[config.mk]
export PLATFORM = sky130hd
export DESIGN_NAME = tmr_periodic
export DESIGN_NICKNAME = d
export VERILOG_FILES = /design/src/rtl/tmr_pkg.sv /design/src/rtl/tmr_tick.sv /design/src/rtl/tmr_decode.sv /design/src/rtl/tmr_periodic.sv
export SDC_FILE = /design/constraint.sdc
export NUM_CORES = 1
export LEC_CHECK = 0
export BUFFER_PORTS_ARGS = -buffer_cell sky130_fd_sc_hd__buf_2
export CAP_MARGIN = 10
export CORE_MARGIN = 1
export CORE_UTILIZATION = 25
export DETAILED_ROUTE_END_ITERATION = 10
export PLACE_DENSITY = 0.45
export SETUP_SLACK_MARGIN = 0.3
export SLEW_MARGIN = 40
export SYNTH_ARGS = -nofsm -noshare
export SYNTH_HDL_FRONTEND = slang
export SYNTH_SLANG_ARGS = --single-unit
[constraint.sdc]
create_clock -name clk -period 4.7 [get_ports clk]
set_input_delay 0.235 -clock clk [delete_from_list [all_inputs] [get_ports clk]]
set_output_delay 0.235 -clock clk [all_outputs]
set_load 0.05 [all_outputs]
[src/rtl/tmr_pkg.sv]
package tmr_pkg;
    localparam int CNT_LSB = 9;
    localparam int CNT_MSB = 30;
    localparam int CW      = CNT_MSB - CNT_LSB + 1;

    typedef struct packed {
        logic [CW-1:0] cnt;
        logic [CW-1:0] lim;
        logic          reached;
        logic          irq;
        logic [31:0]   rdata;
    } tmr_state_t;

    // Keep bits 30:9; an empty field selects the longest period.
    function automatic logic [CW-1:0] lim_field(input logic [31:0] wdata);
        logic [CW-1:0] f;
        f = wdata[CNT_MSB:CNT_LSB];
        return (f == '0) ? '1 : f;
    endfunction
endpackage

[src/rtl/tmr_tick.sv]
module tmr_tick #(
    parameter int PRESCALE = 50
) (
    input  logic clk,
    input  logic rst_n,
    input  logic restart,
    output logic tick
);
    localparam int PW = (PRESCALE > 2) ? $clog2(PRESCALE) : 1;
    localparam logic [PW-1:0] LAST = PW'(PRESCALE - 1);

    logic [PW-1:0] pre_d, pre_q;

    assign tick = (pre_q == LAST) && !restart;

    always_comb begin
        pre_d = pre_q;
        if (restart || pre_q == LAST) pre_d = '0;
        else                          pre_d = pre_q + 1'b1;
    end

    always_ff @(posedge clk or negedge rst_n) begin
        if (!rst_n) pre_q <= '0;
        else        pre_q <= pre_d;
    end
endmodule

[src/rtl/tmr_decode.sv]
module tmr_decode #(
    parameter int ADDR_W = 8
) (
    input  logic [ADDR_W-1:0] addr,
    input  logic              wr,
    input  logic              rd,
    output logic              wr_lim_rst,
    output logic              wr_lim_keep,
    output logic              rd_lim,
    output logic              rd_cnt
);
    localparam int IDX_W = 3;
    logic [IDX_W-1:0] idx;

    assign idx         = addr[4:2];
    assign wr_lim_rst  = wr && (idx == 3'd0);
    assign wr_lim_keep = wr && (idx == 3'd2);
    assign rd_lim      = rd && (idx == 3'd0);
    assign rd_cnt      = rd && (idx == 3'd1);
endmodule

[src/rtl/tmr_periodic.sv]
module tmr_periodic
    import tmr_pkg::*;
#(
    parameter int PRESCALE = 50,
    parameter int ADDR_W   = 8
) (
    input  logic              clk,
    input  logic              rst_n,
    input  logic [ADDR_W-1:0] bus_addr,
    input  logic              bus_wr,
    input  logic              bus_rd,
    input  logic [31:0]       bus_wdata,
    output logic [31:0]       bus_rdata,
    output logic              irq
);
    localparam logic [CNT_LSB-1:0] LOW_ZERO = '0;

    tmr_state_t st_d, st_q;
    logic wr_lim_rst, wr_lim_keep, rd_lim, rd_cnt, tick;
    logic [CW:0] cnt_inc;
    logic wrap;

    tmr_decode #(.ADDR_W(ADDR_W)) u_dec (
        .addr        (bus_addr),
        .wr          (bus_wr),
        .rd          (bus_rd),
        .wr_lim_rst  (wr_lim_rst),
        .wr_lim_keep (wr_lim_keep),
        .rd_lim      (rd_lim),
        .rd_cnt      (rd_cnt)
    );

    tmr_tick #(.PRESCALE(PRESCALE)) u_tick (
        .clk     (clk),
        .rst_n   (rst_n),
        .restart (wr_lim_rst),
        .tick    (tick)
    );

    assign cnt_inc = {1'b0, st_q.cnt} + 1'b1;
    assign wrap    = tick && (cnt_inc >= {1'b0, st_q.lim});

    always_comb begin
        st_d = st_q;
        // acknowledge first so a coincident wrap wins
        if (rd_lim) begin
            st_d.reached = 1'b0;
            st_d.irq     = 1'b0;
        end
        if (wrap) begin
            st_d.cnt     = '0;
            st_d.reached = 1'b1;
            st_d.irq     = 1'b1;
        end else if (tick) begin
            st_d.cnt = cnt_inc[CW-1:0];
        end
        if (wr_lim_keep) st_d.lim = lim_field(bus_wdata);
        if (wr_lim_rst) begin
            st_d.lim = lim_field(bus_wdata);
            st_d.cnt = '0;
            st_d.irq = 1'b0;
        end
        if (bus_rd) begin
            if (rd_lim)      st_d.rdata = {1'b0, st_q.lim, LOW_ZERO};
            else if (rd_cnt) st_d.rdata = {st_q.reached, st_q.cnt, LOW_ZERO};
            else             st_d.rdata = '0;
        end
    end

    always_ff @(posedge clk or negedge rst_n) begin
        if (!rst_n) begin
            st_q.cnt     <= '0;
            st_q.lim     <= '1;
            st_q.reached <= 1'b0;
            st_q.irq     <= 1'b0;
            st_q.rdata   <= '0;
        end else begin
            st_q <= st_d;
        end
    end

    assign bus_rdata = st_q.rdata;
    assign irq       = st_q.irq;
endmodule

==> results of run 1 <==
## synth_stat cells (5+ instances only)
master    count  area (sq um)
dfrtp_1      53          1326
ha_1         25         312.8
xnor2_1      12         105.1
o22a_1       22         192.7
nand3_1      13         65.06
a21oi_1       7         35.03
nand2_1      24         90.09
xor2_1       10         87.58
a32o_1       17         170.2
o21ai_0      23         115.1
buf_4        32         240.2
nor2_1       18         67.56
inv_1        49         183.9
nor4_1        5         31.28
nand4_1       7         43.79
clkbuf_1     15         56.30
a22oi_1      22         165.2
dfstp_2      22         578.1
## cells by family after synthesis
kind of cell	synth area share (%)
AO/OA/AOI/OAI	20.44
XOR/XNOR	4.529
adder cells (fa/ha/maj)	7.353
buffers and inverters	11.65
flip-flops	44.76
other	0.08815
AND/OR/NAND/NOR	11.18
## final cells by class
type	count	area, sq um
well taps	220	275.3
fillers	1754	11590
flip-flops and latches	75	1904
inverters	49	183.9
clock inverters	4	95.09
repair buffers	60	329.1
clock buffers	12	266.5
multi-input cells	259	1937
## flip-flops by register name, indices dropped and copies added, names as in the netlist
signal	flops
st_q	45
bus_rdata	23
u_tick.pre_q	6
irq	1
## metal layers
metal | up-vias | global-route usage [%] | wire length (microns)
met2 | 59 | 21.14 | 4958
li1 | 1533 | - | -
met3 | 12 | 2.759 | 358
met5 | - | 0 | 0
met4 | 0 | 6.833 | 343
met1 | 1582 | 16.51 | 4951
## path summary, 6_finish.rpt
check / slack [ns] / end / startpoint
max reg2reg: 0.58 / st_q[70]$_DFFE_PN0P_ / st_q[63]$_DFFE_PN0P_
max: 0.58 / st_q[70]$_DFFE_PN0P_ / st_q[63]$_DFFE_PN0P_
min reg2reg: 0.49 / u_tick.pre_q[0]$_DFF_PN0_ / u_tick.pre_q[0]$_DFF_PN0_
min: 0.13 / st_q[41]$_DFFE_PN1P_ / bus_wdata[16]
min in group asynchronous: 0.51 / bus_rdata[25]$_DFFE_PN0P_ / rst_n
max in group asynchronous: 3.68 / st_q[59]$_DFFE_PN0P_ / rst_n
## power by group through the flow
stage / clock network (mW) / logic, mW / registers (mW)
floorplan: 0 / 0.246 / 0.801
global route: 0.880 / 0.345 / 0.826
global placement: 0 / 0.296 / 0.823
detailed placement: 0 / 0.306 / 0.825
CTS: 0.855 / 0.309 / 0.814
finish: 0.829 / 0.302 / 0.813
## timing repair
| item | 4_1_cts | 5_1_grt |
|---|---|---|
| endpoints found under the setup margin | 0 | 6 |
| gates resized for setup | 0 | 1 |
| hold buffers | 1 | 0 |
| hold endpoints to repair | 53 | 0 |
## worst max-delay path: cells and delay by family, from the launching register on
family	cells	cell delay [ns]
adder cells (fa/ha/maj)	1	0.30
XOR/XNOR	1	0.24
flip-flops	1	0.46
AND/OR/NAND/NOR	7	2.30
AO/OA/AOI/OAI	3	0.72
## metrics by stage
stage	power [mW]	instance area (sq um)	setup slack [ns]	hold slack [ns]
2_1_floorplan	1.047	4284	0.9979	-0.06059
3_3_place_gp	1.120	4599	0.5444	0.4663
5_1_grt	2.051	4991	0.3148	0.1209
4_1_cts	1.979	4986	0.4495	0.1173
3_5_place_dp	1.131	4614	0.4824	0.3337
6_report	1.944	4991	0.5811	0.1314
==> metrics.md, run 1 <==
| Metric | Value |
|---|---|
| Synth unique cells | 47 |
| Grt ovf | 0 |
| Final number of setup-violating endpoints | 0 |
| Startpoint types | flop |
| Die Width | 132.4 microns |
| Hold Path Stages | 2 |
| Prevailing post-synth register cell | dfrtp_1 |
| Post-synth EDFFs | 0 |
| Slowest-stage cell, CP | or4_4 |
| Register bit count reported by yosys | 75 |
| Clk network pwr share | 42.6% |
| Commonest non-fill, non-tap cell in the layout | dfrtp_1 |
| WL per Instance | 15.63 microns |
| Ant. Diodes | 0 |
| Final Cycle Share | 87.64% |
| DR pass1 iterations | 5 |
| Core ar. | 16580 sq um |
| R2r worst-path depth | 12 |
| Total GRT Usage | 13.11% |
| I/O pin count | 77 |
| Post-layout util | 30.10% |
| Total net switching power | 0.5225 mW |
| CP peak stage delay | 0.62 ns |
| Pin count of the biggest net entering global routing | 76 |
| Critical path type | reg -> reg |
| Total CTS buffers | 9 |
| Crit end category | flop |
| Warnings from Yosys | 0 |
| DR vias/cell | 4.692 |
| Fmax | 242.8 MHz |
| Placed cells | 662 |
| CP required | 4.94 ns |
| Total Die Area | 17540 sq um |
| H-tree levels | 3 |
| Antenna Nets Post-Route | 0 |
| Worst rel slew slack | 51.68% |
| Leak Pwr | 2.306 nW |
| Max-cap violation count | 0 |
| Flop pwr share | 41.8% |
| Final wirelength | 10610 microns |
| Switching Fraction | 26.87% |
| Max Slew Vio Count | 0 |
| PortBufs | 52 |
| Critical path cell sequence | and4_1 -> nand4_1 -> or3_1 -> or3_1 -> xnor2_1 -> ha_1 -> and4_1 -> nand2_1 -> a21oi_1 -> a2111o_1 -> or4_4 -> o31ai_4 |
| Hold WC Path Type | in -> reg |
| Crit path arrival time | 4.36 ns |
| RePlAce Congestion | 0.7749 |
| Combinational group share of total power | 15.5% |
| Internal power | 1.422 mW |
| Share of layout cells above drive strength 1 | 24.18% |
| Outcome | finished clean |
| Antenna violations before repair | 0 |
| Post-route insts no fill | 679 |
| Sequential fraction of the synthesis area | 44.76% |
| Vias in the first global route | 3386 |
| Clk sink count | 75 |
| DP Wirelength | 7435 microns |
| Clk_lat worst skew | 0.33 ns |
| Nets | 523 |
| Maximum VDD drop | 0.0001709 V |
| Setup Skew | 0.006330 ns |
| Crit path max fanout | 8 |
| DRC Markers | 0 |
| Fin crit period | 4.119 ns |
| PwrDens | 389.5 nW/um^2 |
| Post-CTS setup buffers | 0 |
| First-pass GRT wire length | 17980 microns |
| Commonest non-fill, non-tap cells in the layout | 53 x dfrtp_1, 51 x buf_2, 49 x inv_1 |
| Initial core utilization | 25.65% |
| Clock buffer depth | 2 |
| Post-synth ARST share | 100.0% |
| Final Hold Fails | 0 |
| DRT iter0 DRCs | 198 |
| P&R area growth vs syn | 17.32% |
| Mapped Cells | 425 |
| Clock transition at the registers of the reported paths | 0.06 ns |
| Slew @ Worst Pin | 0.7248 ns |
| TNS Setup | 0 ns |
| Cell area after synthesis | 4254 sq um |
| Row cnt | 47 |
| Die Span Y | 132.4 microns |
| RSZ-0062 raised after global routing | no |
| Via count | 3186 |
| Mean Syn Cell Area | 10.01 sq um |
| CTS tree | built |
| Clk root buf | clkbuf_16 |
(Power assumes the default switching activity.)
==> run 2: changes to the inputs <==
--- a/config.mk
+++ b/config.mk
@@ -5,12 +5,12 @@
 export SDC_FILE = /design/constraint.sdc
 export NUM_CORES = 1
 export LEC_CHECK = 0
-export BUFFER_PORTS_ARGS = -buffer_cell sky130_fd_sc_hd__buf_2
+export BUFFER_PORTS_ARGS = -buffer_cell sky130_fd_sc_hd__buf_4
 export CAP_MARGIN = 10
 export CORE_MARGIN = 1
-export CORE_UTILIZATION = 25
+export CORE_UTILIZATION = 56
 export DETAILED_ROUTE_END_ITERATION = 10
-export PLACE_DENSITY = 0.45
+export PLACE_DENSITY = 0.83
 export SETUP_SLACK_MARGIN = 0.3
 export SLEW_MARGIN = 40
 export SYNTH_ARGS = -nofsm -noshare
==> run 2 against run 1 <==
Net effect:
- combinational power is 5% higher
- flip-flop and latch count stayed put
- non-clock buffer count unchanged
- register-to-register slack barely moved
- clock power decreased by 41%
- worst setup slack worse by 0.0040 ns
- clock-buffer cell count fell by 3
==> metrics.md, run 2 (same netlist as run 1, synthesis figures left out) <==
| Metric | Value |
|---|---|
| Outcome | finished clean |
| Hold Path Stages | 2 |
| Clk sink count | 75 |
| Via count | 3300 |
| Clock transition at the registers of the reported paths | 0.08 ns |
| Final Cycle Share | 87.72% |
| CP required | 4.97 ns |
| TNS Setup | 0 ns |
| Total Die Area | 7950 sq um |
| H-tree levels | 3 |
| Pin count of the biggest net entering global routing | 76 |
| Crit end category | flop |
| WL per Instance | 17.05 microns |
| Final wirelength | 9514 microns |
| Crit path arrival time | 4.39 ns |
| R2r worst-path depth | 12 |
| Ant. Diodes | 0 |
| Post-layout util | 65.65% |
| Max Slew Vio Count | 0 |
| First-pass GRT wire length | 15760 microns |
| Worst Hold Path EP | st_q[41]$_DFFE_PN1P_ |
| R2r setup slk | 0.58 ns |
| CTS tree | built |
| Total CTS buffers | 9 |
| Hold WC Path Type | in -> reg |
| Post-CTS setup buffers | 0 |
| Maximum VDD drop | 0.0001987 V |
| DRC Markers | 0 |
| Vias in the first global route | 3228 |
| Fmax | 242.5 MHz |
| PortBufs | 52 |
| Clk root buf | clkbuf_8 |
| Clock buffer depth | 2 |
| Initial core utilization | 58.34% |
| I/O pin count | 77 |
| Max reg flops | 45 |
| DR pass1 iterations | 5 |
| Worst r2r src | st_q[56]$_DFFE_PN0P_ |
| Leak Pwr | 2.239 nW |
| Fin crit period | 4.123 ns |
| P&R area growth vs syn | 12.53% |
| Worst rel slew slack | 42.63% |
| Critical R2R Capture | st_q[70]$_DFFE_PN0P_ |
| Final number of setup-violating endpoints | 0 |
| Clk_lat worst skew | 0.35 ns |
| Row cnt | 31 |
| DR vias/cell | 5.914 |
| Crit path max fanout | 8 |
| Grt ovf | 0 |
| Max-cap violation count | 0 |
| Share of layout cells above drive strength 1 | 23.75% |
| Antenna Nets Post-Route | 0 |
| Setup Skew | 0.005538 ns |
| Final Hold Fails | 0 |
| Startpoint types | flop |
| DP Wirelength | 6416 microns |
| Die Width | 89.16 microns |
| Die Span Y | 89.16 microns |
| CP startpoint | st_q[56]$_DFFE_PN0P_ |
| DRT iter0 DRCs | 223 |
| Slew @ Worst Pin | 0.8605 ns |
| Biggest register | st_q |
| Core ar. | 7292 sq um |
| Hold path start | bus_wdata[16] |
| RePlAce Congestion | 0.8336 |
| Nets | 523 |
| PwrDens | 338.8 nW/um^2 |
| Total GRT Usage | 26.45% |
| Critical path type | reg -> reg |
| Antenna violations before repair | 0 |
| Commonest non-fill, non-tap cells in the layout | 58 x buf_4, 53 x dfrtp_1, 49 x inv_1 |
| RSZ-0062 raised after global routing | no |
| Commonest non-fill, non-tap cell in the layout | buf_4 |
run 2: changes by cell type in the layout (fill, tap and decap cells not counted), sizes merged:
cell and delta:
clkinv +3, clkbuf -3, bufinv -2, clkinvlp +2
run 2: how the worst max path moves through the flow:
stage / endpoint / slack [ns] / cells past startpoint
floorplan: st_q[70]$_DFFE_PN0P_ / 1.0 / 14
finish: st_q[70]$_DFFE_PN0P_ / 0.58 / 12
global placement: st_q[70]$_DFFE_PN0P_ / 0.60 / 12
CTS: st_q[70]$_DFFE_PN0P_ / 0.48 / 12
detailed placement: st_q[70]$_DFFE_PN0P_ / 0.51 / 12
global route: st_q[70]$_DFFE_PN0P_ / 0.38 / 12
run 2: power by group:
group / leakage (nW) / switching (mW) / internal (mW) / total [mW]
combinational: 1.19 / 0.188 / 0.130 / 0.317
sequential: 0.954 / 0.0719 / 0.743 / 0.815
clock: 0.0950 / 0.247 / 0.243 / 0.490
total: 2.24 / 0.506 / 1.12 / 1.62
run 2: final cells by class:
class / instances / area, sq um
Fill cell: 596 / 2505
Multi-Input combinational cell: 259 / 1926
Sequential cell: 75 / 1904
Timing Repair Buffer: 60 / 456.7
Inverter: 49 / 183.9
Clock buffer: 9 / 123.9
Tap cell: 99 / 123.9
Clock inverter: 7 / 68.82
run 2: what timing repair did:
action / in CTS / in global routing
endpoints found under the setup margin: 0 / 6
gates resized for setup: 0 / 1
endpoints found under the hold margin: 53 / 0
hold buffers: 1 / 0
run 2: through the flow:
stage / std cells / worst slack [ns] / total power, mW / area (sq um) / hold slack (ns)
floorplan: 433 / 0.9979 / 1.047 / 4284 / -0.06059
detailed placement: 541 / 0.5070 / 1.137 / 4579 / 0.3007
finish: 558 / 0.5771 / 1.622 / 4787 / 0.1026
global placement: 541 / 0.6008 / 1.118 / 4576 / 0.4285
global route: 558 / 0.3792 / 1.711 / 4787 / 0.08315
CTS: 558 / 0.4781 / 1.632 / 4782 / 0.09098
run 2: critical path, stage by stage (launching register included):
cell,delay [ns]
dfrtp_1,0.48
ha_1,0.28
nand3_1,0.21
or3_4,0.50
or3_1,0.34
xnor2_1,0.21
ha_1,0.28
and4_1,0.20
nand2_1,0.12
o32ai_1,0.10
a2111o_1,0.41
or4_1,0.71
o31ai_4,0.21
run 2: routing by layer:
layer	wire (microns)	part of all wire [%]	track usage, %	up-vias
met1	4004	42	34.69	1603
met4	244	2.6	10.39	0
li1	-	-	-	1539
met3	670	7.0	7.202	26
met2	4595	48	41.92	132
met5	0	0	0	-
==> run 3: changes to the inputs <==
--- a/config.mk
+++ b/config.mk
@@ -5,12 +5,13 @@
 export SDC_FILE = /design/constraint.sdc
 export NUM_CORES = 1
 export LEC_CHECK = 0
+export ABC_AREA = 1
 export BUFFER_PORTS_ARGS = -buffer_cell sky130_fd_sc_hd__buf_4
 export CAP_MARGIN = 10
 export CORE_MARGIN = 1
-export CORE_UTILIZATION = 56
+export CORE_UTILIZATION = 57
 export DETAILED_ROUTE_END_ITERATION = 10
-export PLACE_DENSITY = 0.83
+export PLACE_DENSITY = 0.84
 export SETUP_SLACK_MARGIN = 0.3
 export SLEW_MARGIN = 40
 export SYNTH_ARGS = -nofsm -noshare
==> run 3 against run 2 <==
Net effect:
- maximum frequency grew 27%
- synthesized cell count grew 35%
- clock power grew 3%
- cell area grew 5.6%
- routed wire length grew 8.1%
- critical path depth grew 3
- critical path type unchanged
- highest routed layer unchanged
==> metrics.md, run 3 <==
| Metric | Value |
|---|---|
| Final wirelength | 10290 microns |
| Critical R2R Capture | st_q[33]$_DFFE_PN0P_ |
| DR vias/cell | 5.633 |
| Core ar. | 7807 sq um |
| FF/Latch Area | 1904 sq um |
| Via count | 3932 |
| Warnings from Yosys | 0 |
| Total GRT Usage | 26.14% |
| Clk_lat worst skew | 0.36 ns |
| Hold Buf Count CTS | 1 |
| Total net switching power | 0.5135 mW |
| Grt ovf | 0 |
| Maximum VDD drop | 0.0001987 V |
| Max reg flops | 45 |
| Mean Syn Cell Area | 8.087 sq um |
| Clk sink count | 75 |
| Max-cap violation count | 0 |
| R2r setup slk | 1.47 ns |
| Worst rel slew slack | 45.75% |
| Hold WC Path Type | in -> reg |
| WL per Instance | 14.73 microns |
| Most numerous cell in the Yosys netlist | nand2_1 |
| Fill count | 686 |
| P&R area growth vs syn | 9.305% |
| Crit path max fanout | 21 |
| I/O pin count | 77 |
| Crit end category | flop |
| Critical path type | reg -> reg |
| Die Width | 92.09 microns |
| Worst Hold Path EP | st_q[42]$_DFFE_PN1P_ |
| Max Slew Vio Count | 0 |
| Prevailing post-synth register cell | dfrtp_1 |
| Register bit count reported by yosys | 75 |
| RePlAce Congestion | 0.9583 |
| Leak Pwr | 2.636 nW |
| H-tree levels | 3 |
| DR pass1 iterations | 5 |
| CTS tree | built |
| PwrDens | 319.1 nW/um^2 |
| Final Cycle Share | 68.82% |
| Outcome | finished clean |
| Clock buffer depth | 2 |
| Hold Path Stages | 3 |
| Row cnt | 32 |
| PortBufs | 52 |
| Initial core utilization | 59.25% |
| Crit path arrival time | 3.49 ns |
| DRT iter0 DRCs | 315 |
| Largest cells by area after synthesis | dfrtp_1 29%, dfstp_2 12%, nand2_1 9.3%, inv_1 7.2%, ha_1 6.8% |
| Commonest non-fill, non-tap cells in the layout | 115 x nand2_1, 89 x inv_1, 55 x nor2_1 |
| Synth top cells by count | 115 x nand2_1, 89 x inv_1, 55 x nor2_1 |
| First-pass GRT wire length | 17410 microns |
| Clk network pwr share | 31.5% |
| Slew @ Worst Pin | 0.8128 ns |
| Place WS | 1.540 ns |
| Tot Pwr | 1.613 mW |
| Sequential fraction of the synthesis area | 41.17% |
| Fin crit period | 3.235 ns |
| Proportion of netlist area held by the largest area contributor | 28.67% |
| Setup Skew | 0.009906 ns |
| Layout Cell Area excl Fill | 5056 sq um |
| Nets | 660 |
| Startpoint types | flop |
| Total CTS buffers | 9 |
| Vias in the first global route | 3694 |
| Final Hold Fails | 0 |
| RSZ-0062 raised after global routing | no |
| DRC Markers | 0 |
| Antenna Nets Post-Route | 0 |
| Flop pwr share | 48.5% |
| Clock transition at the registers of the reported paths | 0.08 ns |
| Total Die Area | 8480 sq um |
| Die Span Y | 92.09 microns |
| Hold slack | 0.1134 ns |
| Post-CTS setup buffers | 0 |
| Combinational group share of total power | 20.1% |
| Commonest non-fill, non-tap cell in the layout | nand2_1 |
| R2r worst-path depth | 15 |
| Mapped Cells | 572 |
| Share of layout cells above drive strength 1 | 18.96% |
| Internal power | 1.100 mW |
| Worst setup margin | 1.465 ns |
| Fmax | 309.2 MHz |
| Post-synth EDFFs | 0 |
| Synth unique cells | 35 |
| Pin count of the biggest net entering global routing | 76 |
| Worst r2r src | st_q[56]$_DFFE_PN0P_ |
| CP required | 4.95 ns |
| Final number of setup-violating endpoints | 0 |
| Post_cts resized | 0 |
| Post-synth ARST share | 100.0% |
| Hold path start | bus_wdata[17] |
| Cell area after synthesis | 4626 sq um |
| Multi-input logic area | 2072 sq um |
| TNS Setup | 0 ns |
| Placed cell area | 4843 sq um |
| Post-synth top area cell | dfrtp_1 |
| DP Wirelength | 7279 microns |
| Switching Fraction | 31.83% |
| Antenna violations before repair | 0 |
| Clk root buf | clkbuf_8 |
| Ant. Diodes | 0 |
| Biggest register | st_q |
==> run 3: final cells by class <==
type | count | area share (%)
clock buffers | 10 | 2.722
clock inverters | 6 | 1.287
inverters | 90 | 6.682
multi-input cells | 361 | 40.98
flip-flops and latches | 75 | 37.66
well taps | 102 | 2.524
repair buffers | 54 | 8.142
==> run 3: power by group through the flow <==
stage	Clock [mW]	Combinational, mW	Sequential (mW)
after floorplan	0	0.239	0.779
after global placement	0	0.304	0.787
after detailed placement	0	0.319	0.794
after CTS	0.510	0.322	0.782
after global routing	0.541	0.360	0.791
final	0.507	0.324	0.782
==> run 3: critical path, cell delays in order, from the launching register on <==
cell	delay, ns
dfrtp_1	0.44
ha_1	0.24
nand3_2	0.13
nor2_4	0.17
nand2_1	0.10
nor2_1	0.14
xor2_1	0.24
ha_1	0.30
a21oi_1	0.13
o21ai_0	0.09
a21oi_1	0.12
nand2_1	0.06
nand2_1	0.60
nand2_1	0.19
nand2_1	0.13
nand2_1	0.06
==> run 3: metal layers <==
metal  vias up  wire length [microns]  GRT usage (%)
met5         -                      0              0
met4         0                    195          8.724
met3        26                    775          5.390
met2       184                   4875          42.10
met1      1851                   4438          35.16
li1       1871                      -              -
==> run 3: metrics by stage <==
step | utilization [%] | cells
floorplan | - | 580
global placement | 61.91 | 681
global route | 64.76 | 698
finish | 64.76 | 698
CTS | 64.76 | 698
detailed placement | 62.04 | 681
==> run 3: how the worst max path moves through the flow <==
| stage | startpoint | to | slack, ns | depth (start not counted) |
|---|---|---|---|---|
| floorplan | st_q[56]$_DFFE_PN0P_ | st_q[56]$_DFFE_PN0P_ | 2.27 | 18 |
| global placement | st_q[56]$_DFFE_PN0P_ | irq$_DFFE_PN0P_ | 1.64 | 15 |
| detailed placement | st_q[56]$_DFFE_PN0P_ | st_q[33]$_DFFE_PN0P_ | 1.54 | 15 |
| CTS | st_q[56]$_DFFE_PN0P_ | st_q[33]$_DFFE_PN0P_ | 1.53 | 15 |
| global route | st_q[56]$_DFFE_PN0P_ | st_q[33]$_DFFE_PN0P_ | 1.17 | 15 |
| finish | st_q[56]$_DFFE_PN0P_ | st_q[33]$_DFFE_PN0P_ | 1.47 | 15 |
==> run 3: logic make-up after synthesis <==
logic type | Yosys count | share of synthesized area [%]
AND/OR/NAND/NOR | 246 | 24.32
buffers and inverters | 144 | 14.82
flip-flops | 75 | 41.17
AO/OA/AOI/OAI | 66 | 9.846
adder cells (fa/ha/maj) | 25 | 6.762
XOR/XNOR | 15 | 3.003
other | 1 | 0.08107
